## src/rtl/dpr_pkg.sv

```systemverilog
package dpr_pkg;
  localparam int REG_W = 8;

  // control word bit positions
  localparam int C_CORE_WAKE = 0;
  localparam int C_MEM_WAKE  = 1;
  localparam int C_DBG_WAKE  = 2;
  localparam int C_CORE_RST  = 4;
  localparam int C_DBG_RST   = 6;
  localparam int C_DBG_EN    = 7;

  // status word bit positions
  localparam int S_CORE_ON   = 0;
  localparam int S_MEM_ON    = 1;
  localparam int S_DBG_ON    = 2;
  localparam int S_CORE_NEED = 3;
  localparam int S_CORE_WAS  = 4;
  localparam int S_DBG_WAS   = 6;

  localparam logic [REG_W-1:0] CTRL_STORE_MASK = 8'h57;
  localparam logic [REG_W-1:0] CTRL_MATCH_MASK = 8'h17;
endpackage

```

## src/rtl/dpr_sync.sv

```systemverilog
module dpr_sync #(
  parameter int WIDTH  = 1,
  parameter int STAGES = 2
) (
  input  logic             clk_i,
  input  logic             rst_ni,
  input  logic [WIDTH-1:0] d_i,
  output logic [WIDTH-1:0] q_o
);
  generate
    if (STAGES == 0) begin : g_bypass
      assign q_o = d_i;
    end else begin : g_chain
      logic [STAGES-1:0][WIDTH-1:0] stage_q;
      always_ff @(posedge clk_i or negedge rst_ni) begin
        if (!rst_ni) begin
          stage_q <= '0;
        end else begin
          stage_q[0] <= d_i;
          for (int i = 1; i < STAGES; i++) stage_q[i] <= stage_q[i-1];
        end
      end
      assign q_o = stage_q[STAGES-1];
    end
  endgenerate
endmodule

```

## src/rtl/dpr_ctrl.sv

```systemverilog
module dpr_ctrl
  import dpr_pkg::*;
(
  input  logic             clk_i,
  input  logic             rst_ni,
  input  logic             wr_en_i,
  input  logic [REG_W-1:0] wdata_i,
  output logic [REG_W-1:0] ctrl_o
);
  logic [REG_W-1:0] ctrl_q, ctrl_d;
  logic             arm;

  // enable arms only on a clean 0->1 with debug reset released and other bits settled
  always_comb begin
    arm = !ctrl_q[C_DBG_EN] && wdata_i[C_DBG_EN] &&
          !wdata_i[C_DBG_RST] && !ctrl_q[C_DBG_RST] &&
          (((wdata_i ^ ctrl_q) & CTRL_MATCH_MASK) == '0);
    ctrl_d = wdata_i & CTRL_STORE_MASK;
    ctrl_d[C_DBG_EN] = arm;
  end

  always_ff @(posedge clk_i or negedge rst_ni) begin
    if (!rst_ni)      ctrl_q <= '0;
    else if (wr_en_i) ctrl_q <= ctrl_d;
  end

  assign ctrl_o = ctrl_q;


  any_wr_clears_en_chk: assert property (@(posedge clk_i) disable iff (!rst_ni)
    (wr_en_i && ctrl_q[C_DBG_EN]) |=> !ctrl_q[C_DBG_EN]);


  en_rise_qualified_chk: assert property (@(posedge clk_i) disable iff (!rst_ni)
    $rose(ctrl_q[C_DBG_EN]) |-> $past(wr_en_i && wdata_i[C_DBG_EN] &&
                                      !wdata_i[C_DBG_RST] && !ctrl_q[C_DBG_RST]));


  ctrl_hold_chk: assert property (@(posedge clk_i) disable iff (!rst_ni)
    !wr_en_i |=> $stable(ctrl_q));
endmodule

```

## src/rtl/dpr_stat.sv

```systemverilog
module dpr_stat
  import dpr_pkg::*;
(
  input  logic             clk_i,
  input  logic             rst_ni,
  input  logic [3:0]       level_i,
  input  logic             core_evt_i,
  input  logic             dbg_evt_i,
  input  logic             clr_en_i,
  input  logic             clr_core_i,
  input  logic             clr_dbg_i,
  output logic [REG_W-1:0] stat_o
);
  logic core_was_q, dbg_was_q;
  logic core_clr, dbg_clr;

  assign core_clr = clr_en_i && clr_core_i;
  assign dbg_clr  = clr_en_i && clr_dbg_i;

  // set wins over clear
  always_ff @(posedge clk_i or negedge rst_ni) begin
    if (!rst_ni) begin
      core_was_q <= 1'b1;
      dbg_was_q  <= 1'b1;
    end else begin
      core_was_q <= core_evt_i || (core_was_q && !core_clr);
      dbg_was_q  <= dbg_evt_i  || (dbg_was_q  && !dbg_clr);
    end
  end

  always_comb begin
    stat_o = '0;
    stat_o[S_CORE_ON]   = level_i[0];
    stat_o[S_MEM_ON]    = level_i[1];
    stat_o[S_DBG_ON]    = level_i[2];
    stat_o[S_CORE_NEED] = level_i[3];
    stat_o[S_CORE_WAS]  = core_was_q;
    stat_o[S_DBG_WAS]   = dbg_was_q;
  end


  core_sticky_chk: assert property (@(posedge clk_i) disable iff (!rst_ni)
    (core_was_q && !core_clr) |=> core_was_q);

  dbg_sticky_chk: assert property (@(posedge clk_i) disable iff (!rst_ni)
    (dbg_was_q && !dbg_clr) |=> dbg_was_q);

  evt_sets_chk: assert property (@(posedge clk_i) disable iff (!rst_ni)
    (core_evt_i || dbg_evt_i) |=> ((core_was_q || !$past(core_evt_i)) &&
                                   (dbg_was_q  || !$past(dbg_evt_i))));

  core_clr_chk: assert property (@(posedge clk_i) disable iff (!rst_ni)
    (core_clr && !core_evt_i) |=> !core_was_q);

  dbg_clr_chk: assert property (@(posedge clk_i) disable iff (!rst_ni)
    (dbg_clr && !dbg_evt_i) |=> !dbg_was_q);
endmodule

```

## src/rtl/dbg_pwr_ctl.sv

```systemverilog
module dbg_pwr_ctl
  import dpr_pkg::*;
#(
  parameter int ADDR_W      = 8,
  parameter int DATA_W      = 32,
  parameter int CTRL_OFS    = 'h20,
  parameter int STAT_OFS    = 'h24,
  parameter int SYNC_STAGES = 2
) (
  input  logic              clk_i,
  input  logic              rst_ni,
  input  logic [ADDR_W-1:0] addr_i,
  input  logic              rd_i,
  input  logic              wr_i,
  input  logic [DATA_W-1:0] wdata_i,
  input  logic [REG_W-1:0]  clr_mask_i,
  output logic [DATA_W-1:0] rdata_o,
  input  logic              core_on_i,
  input  logic              mem_on_i,
  input  logic              dbg_on_i,
  input  logic              core_needed_i,
  input  logic              core_rst_evt_i,
  input  logic              dbg_rst_evt_i,
  output logic              core_wakeup_o,
  output logic              mem_wakeup_o,
  output logic              dbg_wakeup_o,
  output logic              core_reset_o,
  output logic              dbg_reset_o,
  output logic              dbg_access_en_o
);
  localparam int NSYNC = 6;
  localparam logic [ADDR_W-1:0] CTRL_ADDR = ADDR_W'(CTRL_OFS);
  localparam logic [ADDR_W-1:0] STAT_ADDR = ADDR_W'(STAT_OFS);

  logic [NSYNC-1:0] raw_in, sync_in;
  logic [REG_W-1:0] ctrl, stat, rdata_q;
  logic             sel_ctrl, sel_stat;
  logic             unused_bits;

  assign unused_bits = ^{wdata_i[DATA_W-1:REG_W], clr_mask_i[7], clr_mask_i[5],
                         clr_mask_i[3:0]};

  assign raw_in = {dbg_rst_evt_i, core_rst_evt_i, core_needed_i, dbg_on_i, mem_on_i, core_on_i};

  dpr_sync #(.WIDTH(NSYNC), .STAGES(SYNC_STAGES)) i_sync (
    .clk_i (clk_i),
    .rst_ni(rst_ni),
    .d_i   (raw_in),
    .q_o   (sync_in)
  );

  assign sel_ctrl = (addr_i == CTRL_ADDR);
  assign sel_stat = (addr_i == STAT_ADDR);

  dpr_ctrl i_ctrl (
    .clk_i  (clk_i),
    .rst_ni (rst_ni),
    .wr_en_i(wr_i && sel_ctrl),
    .wdata_i(wdata_i[REG_W-1:0]),
    .ctrl_o (ctrl)
  );

  dpr_stat i_stat (
    .clk_i     (clk_i),
    .rst_ni    (rst_ni),
    .level_i   (sync_in[3:0]),
    .core_evt_i(sync_in[4]),
    .dbg_evt_i (sync_in[5]),
    .clr_en_i  (rd_i && sel_stat),
    .clr_core_i(clr_mask_i[S_CORE_WAS]),
    .clr_dbg_i (clr_mask_i[S_DBG_WAS]),
    .stat_o    (stat)
  );

  // read data captures pre-clear status
  always_ff @(posedge clk_i or negedge rst_ni) begin
    if (!rst_ni) begin
      rdata_q <= '0;
    end else if (rd_i) begin
      if (sel_ctrl)      rdata_q <= ctrl;
      else if (sel_stat) rdata_q <= stat;
      else               rdata_q <= '0;
    end
  end

  assign rdata_o = {{(DATA_W-REG_W){1'b0}}, rdata_q};

  assign core_wakeup_o   = ctrl[C_CORE_WAKE];
  assign mem_wakeup_o    = ctrl[C_MEM_WAKE];
  assign dbg_wakeup_o    = ctrl[C_DBG_WAKE];
  assign core_reset_o    = ctrl[C_CORE_RST];
  assign dbg_reset_o     = ctrl[C_DBG_RST];
  assign dbg_access_en_o = ctrl[C_DBG_EN];


  rdata_hold_chk: assert property (@(posedge clk_i) disable iff (!rst_ni)
    !rd_i |=> $stable(rdata_o));


  stat_wr_ignored_chk: assert property (@(posedge clk_i) disable iff (!rst_ni)
    (wr_i && !sel_ctrl) |=> $stable({dbg_access_en_o, dbg_reset_o, core_reset_o,
                                     dbg_wakeup_o, mem_wakeup_o, core_wakeup_o}));
endmodule

```

## config.mk

```make
export PLATFORM = sky130hd
export DESIGN_NAME = dbg_pwr_ctl
export DESIGN_NICKNAME = d
export VERILOG_FILES = /design/src/rtl/dpr_pkg.sv /design/src/rtl/dpr_sync.sv /design/src/rtl/dpr_ctrl.sv /design/src/rtl/dpr_stat.sv /design/src/rtl/dbg_pwr_ctl.sv
export SDC_FILE = /design/constraint.sdc
export NUM_CORES = 1
export LEC_CHECK = 0
export BUFFER_PORTS_ARGS = -buffer_cell sky130_fd_sc_hd__buf_2
export CAP_MARGIN = 20
export CORE_ASPECT_RATIO = 1.5
export CORE_UTILIZATION = 30
export CTS_BUF_LIST = sky130_fd_sc_hd__clkbuf_8
export CTS_CLUSTER_DIAMETER = 120
export CTS_CLUSTER_SIZE = 20
export DETAILED_ROUTE_END_ITERATION = 16
export GPL_ROUTABILITY_DRIVEN = 1
export PLACE_DENSITY = 0.66
export SYNTH_ARGS = -nofsm -noshare
export SYNTH_HDL_FRONTEND = slang
export SYNTH_SLANG_ARGS = --single-unit
```

## constraint.sdc

```tcl
create_clock -name clk_i -period 1.2 [get_ports clk_i]
set_input_delay 0.18 -clock clk_i [delete_from_list [all_inputs] [get_ports clk_i]]
set_output_delay 0.18 -clock clk_i [all_outputs]
set_load 0.03 [all_outputs]
```

## Word-level counts from Yosys, hierarchy flattened

Index checks and enable logic that the tools add are counted.

- Register bits after elaboration: 28
- Word-level logic and storage cells: 29

- Reductions and logical operators: 18
- Equal/unequal tests: 2
- Bitwise gates (word level): 1
- Muxes and demuxes: 2

Operator list:

| kind | number |
|---|---|
| == test 8 x 6 -> 1 bit, second input constant | 2 |
| logical AND 1 bit | 10 |
| zero test 8 bit | 1 |
| two-way mux 8 bit | 1 |
| two-way mux 7 bit | 1 |
| zero test 1 bit | 5 |
| XOR 5 bit | 1 |
| logical OR 1 bit | 2 |

## Logic depth before layout (Yosys ltp)

- Word-level depth: 6
- Mapped depth: 4

## By module

Synthesis repeated with hierarchy kept, for this count alone.

- Cells, all modules: 130
- Area total of the unflattened synthesis: 1511.4 um2

By module, submodules not included:

| module | area an instance (um2) | cells each | seq. area each (um2) | instances |
|---|---|---|---|---|
| dbg_pwr_ctl | 710.7 | 68 | 200.2 | 1 |
| dpr_sync | 345.3 | 18 | 300.3 | 1 |
| dpr_ctrl | 316.6 | 29 | 150.1 | 1 |
| dpr_stat | 138.9 | 15 | 52.6 | 1 |

## Least setup slack after synthesis

Ideal clock, no wire load.

- Kind: input port to flip-flop
- Start point: input addr_i[1]
- End point: register i_ctrl.ctrl_q[0], in the netlist i_ctrl.ctrl_o[0]
- Library setup time: 0.125 ns
- Data arrival time: 1.536 ns
- Stages on the path: 4
- Slack: -0.461 ns
- Data required time: 1.075 ns
- Cells stage by stage: or4b_4 -> nor4_4 -> nand3b_4 -> mux2_2

- Longest elaborated chain between the ends: 2

RTL lines:

| element | line | source |
|---|---|---|
| start: declaration | dbg_pwr_ctl.sv:12 | `input logic [ADDR_W-1:0] addr_i,` |
| == test 8 x 6 -> 1 bit | dbg_pwr_ctl.sv:52 | `assign sel_ctrl = (addr_i == CTRL_ADDR);` |
| logical AND 1 bit | dbg_pwr_ctl.sv:58 | `.wr_en_i(wr_i && sel_ctrl),` |
| end signal: assignment | dpr_ctrl.sv:24 | `else if (wr_en_i) ctrl_q <= ctrl_d;` |
| end: declaration | dpr_ctrl.sv:10 | `logic [REG_W-1:0] ctrl_q, ctrl_d;` |

No other way between the ends.
A chain may end at the register's enable or synchronous reset.

## Worst setup path after layout

- Start point: input addr_i[1]
- End point: register i_ctrl.ctrl_q[1], in the netlist i_ctrl.ctrl_o[1]

The elaborated chain is that of the path after synthesis.

==> reports/metrics.json <==
{
  "die_width_um": 54.5,
  "timing.final.crit_share": 1.13,
  "final.min_clock_period_ps": 1360,
  "synth_largest_area_cell": "sky130_fd_sc_hd__dfrtp_1",
  "timing.max_cap.violations": 0,
  "syn-cell-area_um2": 1240,
  "area_growth_syn_to_layout_pct": 23.2,
  "start_util": 0.313,
  "grt_antenna_before_repair": 0,
  "finalPower_uw": 1710,
  "crit_path_start_kind": "primary input",
  "timing.hold.worst_path_depth": 1,
  "place.detailed.hpwl_um": 1610,
  "simple_gate_share_of_the_synthesized_area": 0.102,
  "routedLengthMet1_um": 769,
  "most-common-layout-cells": "sky130_fd_sc_hd__buf_2, sky130_fd_sc_hd__conb_1, sky130_fd_sc_hd__dfrtp_1",
  "timing.clock.skew_ps": 3.29,
  "fin_ws_ps": -160,
  "drtIter0Drc": 11,
  "power.density_cell_area_nw_per_um2": 1120,
  "fraction_of_the_yosys_area_taken_by_sequential_cells": 0.547,
  "regToRegSetupSlack_ps": -110,
  "fin_tns_setup_ps": -1600,
  "remaining_drc_errors": 0,
  "clk_pin_slew_ps": 90,
  "maxClockFrequency_mhz": 735,
  "endpoint": "i_ctrl.ctrl_o[1]",
  "layout-drive-gt1-share": 0.490,
  "setup_viol": 15,
  "grtUsageTotal": 0.103,
  "total_leakage_power_uw": 0.000790,
  "core_region_area_um2": 3960,
  "design_area_um2": 1530,
  "arrival_ps": 1520,
  "drt_first_pass_iters": 4,
  "synth.area.top_cells": "sky130_fd_sc_hd__dfrtp_1, sky130_fd_sc_hd__buf_4, sky130_fd_sc_hd__mux2_2, sky130_fd_sc_hd__dfstp_2, sky130_fd_sc_hd__o21ai_0",
  "rr_worst_depth": 4,
  "hold_viol": 0,
  "die_boundary_height_um": 80.7,
  "clock_tree_from_tritoncts": "built",
  "cts-htree-levels": 1,
  "mostFrequentLayoutCell": "sky130_fd_sc_hd__buf_2",
  "post_synth_xor_area_fraction": 0.0283,
  "synth_compound_gate_area_share": 0.0404,
  "number_of_buffers_inserted_during_clock_tree_synthesis": 3,
  "reg_to_reg_endpoint": "i_ctrl.ctrl_o[7]",
  "violations": "setup timing",
  "synthDominantCellAreaShare": 0.505,
  "post_synth_fa_ha_maj_area_fraction": 0,
  "path_depth": 5,
  "dr_wl_met3_um": 199,
  "path_class": "primary input to flip-flop",
  "number_of_global_route_vias_before_repair": 751,
  "clock_latency_at_the_later_pin_of_the_worst_skew_pair_ps": 260,
  "cpMaxStageDelayCell": "sky130_fd_sc_hd__or4b_4",
  "crit_path_cell_chain": "buf_6 -> or4b_4 -> nor4_4 -> nand3b_4 -> mux2_2",
  "nets": 206,
  "std_cell_rows": 28,
  "num_antenna_cells": 0,
  "routed.top_layer": "met4",
  "overflow": 0,
  "timing.critical_path.buf_inv": 1,
  "startpoint": "addr_i[1]",
  "ctsLongestPathBuffers": 2,
  "vias": 797,
  "reg2reg_from": "i_ctrl.ctrl_o[6]",
  "area_of_the_die_um2": 4400,
  "synth.yosys.warnings": 0,
  "cts.root.buffer_cell": "sky130_fd_sc_hd__clkbuf_8",
  "unrepaired_setup_endpoints_after_global_routing": "true",
  "drt_wl_total_um": 2050,
  "io_buffer_count": 38,
  "ant_nets": 0,
  "synth_cell_types": 20,
  "cpLargestDelayFamily": "simple AND/OR/NAND/NOR gates",
  "worst_slew_pin_slew_ps": 577,
  "worst-endpoint-required_ps": 1360,
  "synthesized_netlist_cell_count": 101,
  "count_of_placed_standard_cells_including_taps": 186,
  "synth.mux.area_fraction": 0.100,
  "synth_seq_cells": 27,
  "gp_routability_congestion": 0.758,
  "syn_area_per_cell_um2": 12.3,
  "timing.critical_path.fanout_max": 6,
  "holdCritPathClass": "primary input to flip-flop",
  "vdd_drop_max_uv": 560,
  "status": "finished with violations",
  "synth_top_family_by_area": "buffers and inverters",
  "worst_setup_path_end_kind": "flip-flop",
  "dp_worst_setup_slack_ps": -465,
  "slew_headroom": 0.615,
  "drv_slew": 0,
  "placed_area_um2": 1420,
  "wl_per_cell_um": 10.7,
  "tritoncts_num_sinks": 27,
  "vias_per_cell": 4.15,
  "finish.cell_count_without_fillers": 192,
  "grt_pass1_wl_um": 3180,
  "cp_slowest_stage_delay_ps": 530,
  "ioPinCount": 96,
  "grt_start_max_net_pins": 28,
  "routed-wl-met2_um": 1060
}
[how the worst min path moves through the flow]
stage	from	to	slack, ps
final	core_needed_i	i_sync.g_chain.stage_q[3]	10
after global routing	mem_on_i	i_sync.g_chain.stage_q[1]	1
after CTS	core_needed_i	i_sync.g_chain.stage_q[3]	4
after detailed placement	rst_ni	i_sync.q_o[2]	220
after global placement	rst_ni	i_sync.q_o[2]	210
after floorplan	rst_ni	i_ctrl.ctrl_o[0]	-120
[flip-flops by register name, indices dropped and copies added (netlist names)]
signal,flops
i_sync.q_o,6
i_sync.g_chain.stage_q,6
rdata_q,7
i_stat.core_was_q,1
i_ctrl.ctrl_o,6
i_stat.dbg_was_q,1
[cell type report]
cell class,count,area [µm²]
repair buffers,45,251
fillers,412,2430
multi-input cells,64,468
well taps,45,56.3
flip-flops and latches,27,678
clock buffers,3,41.3
clock inverters,1,5.00
inverters,7,26.3
[synthesized netlist by cell type]
cell                       instances
sky130_fd_sc_hd__nand3b_4          1
sky130_fd_sc_hd__conb_1            1
sky130_fd_sc_hd__dfstp_2           2
sky130_fd_sc_hd__xnor2_1           1
sky130_fd_sc_hd__nor4_1            1
sky130_fd_sc_hd__inv_1             7
sky130_fd_sc_hd__nand4b_1          1
sky130_fd_sc_hd__a21o_1            2
sky130_fd_sc_hd__dfrtp_1          25
sky130_fd_sc_hd__or4b_4            1
sky130_fd_sc_hd__nand4_1           3
sky130_fd_sc_hd__clkbuf_1          2
sky130_fd_sc_hd__nand2_1           1
sky130_fd_sc_hd__o21ai_0           7
sky130_fd_sc_hd__mux2_2           11
sky130_fd_sc_hd__nor4_4            1
sky130_fd_sc_hd__nand3_1           5
sky130_fd_sc_hd__nor4b_1           1
sky130_fd_sc_hd__buf_4            25
sky130_fd_sc_hd__xor2_1            3
[what timing repair did]
item                                    4_1_cts  5_1_grt
endpoints found under the setup margin       15       15
hold buffers                                  1        0
setup buffers                                 0        1
pin swaps                                    11        0
hold endpoints to repair                     25        0
gates resized for setup                      13        3
[where the power goes]
group          total, µW  switching (µW)  internal [µW]  leakage, µW
Clock                497             265            232    0.0000255
Combinational        266             191           74.4     0.000423
Sequential           951            12.9            938     0.000342
[layer usage]
metal / up-vias / global-route usage
met3: 2 / 0.0284
met5: - / 0
met4: 0 / 0.0615
met1: 367 / 0.112
li1: 380 / -
met2: 48 / 0.171
[through the flow]
step                      utilization  hold slack, ps
after floorplan                     -            -116
after global placement          0.358             213
after detailed placement        0.358             221
after CTS                       0.380            3.91
after global routing            0.386            1.01
final                           0.386            12.1
[logic make-up after synthesis]
kind of cell	count (synthesis)
DFF	27
buffers and inverters	34
and+or+nand+nor	15
muxes	11
other	1
AOI/OAI and AO/OA	9
xor gates and xnor gates	4
No activity file was read; power rests on OpenSTA's default activity.
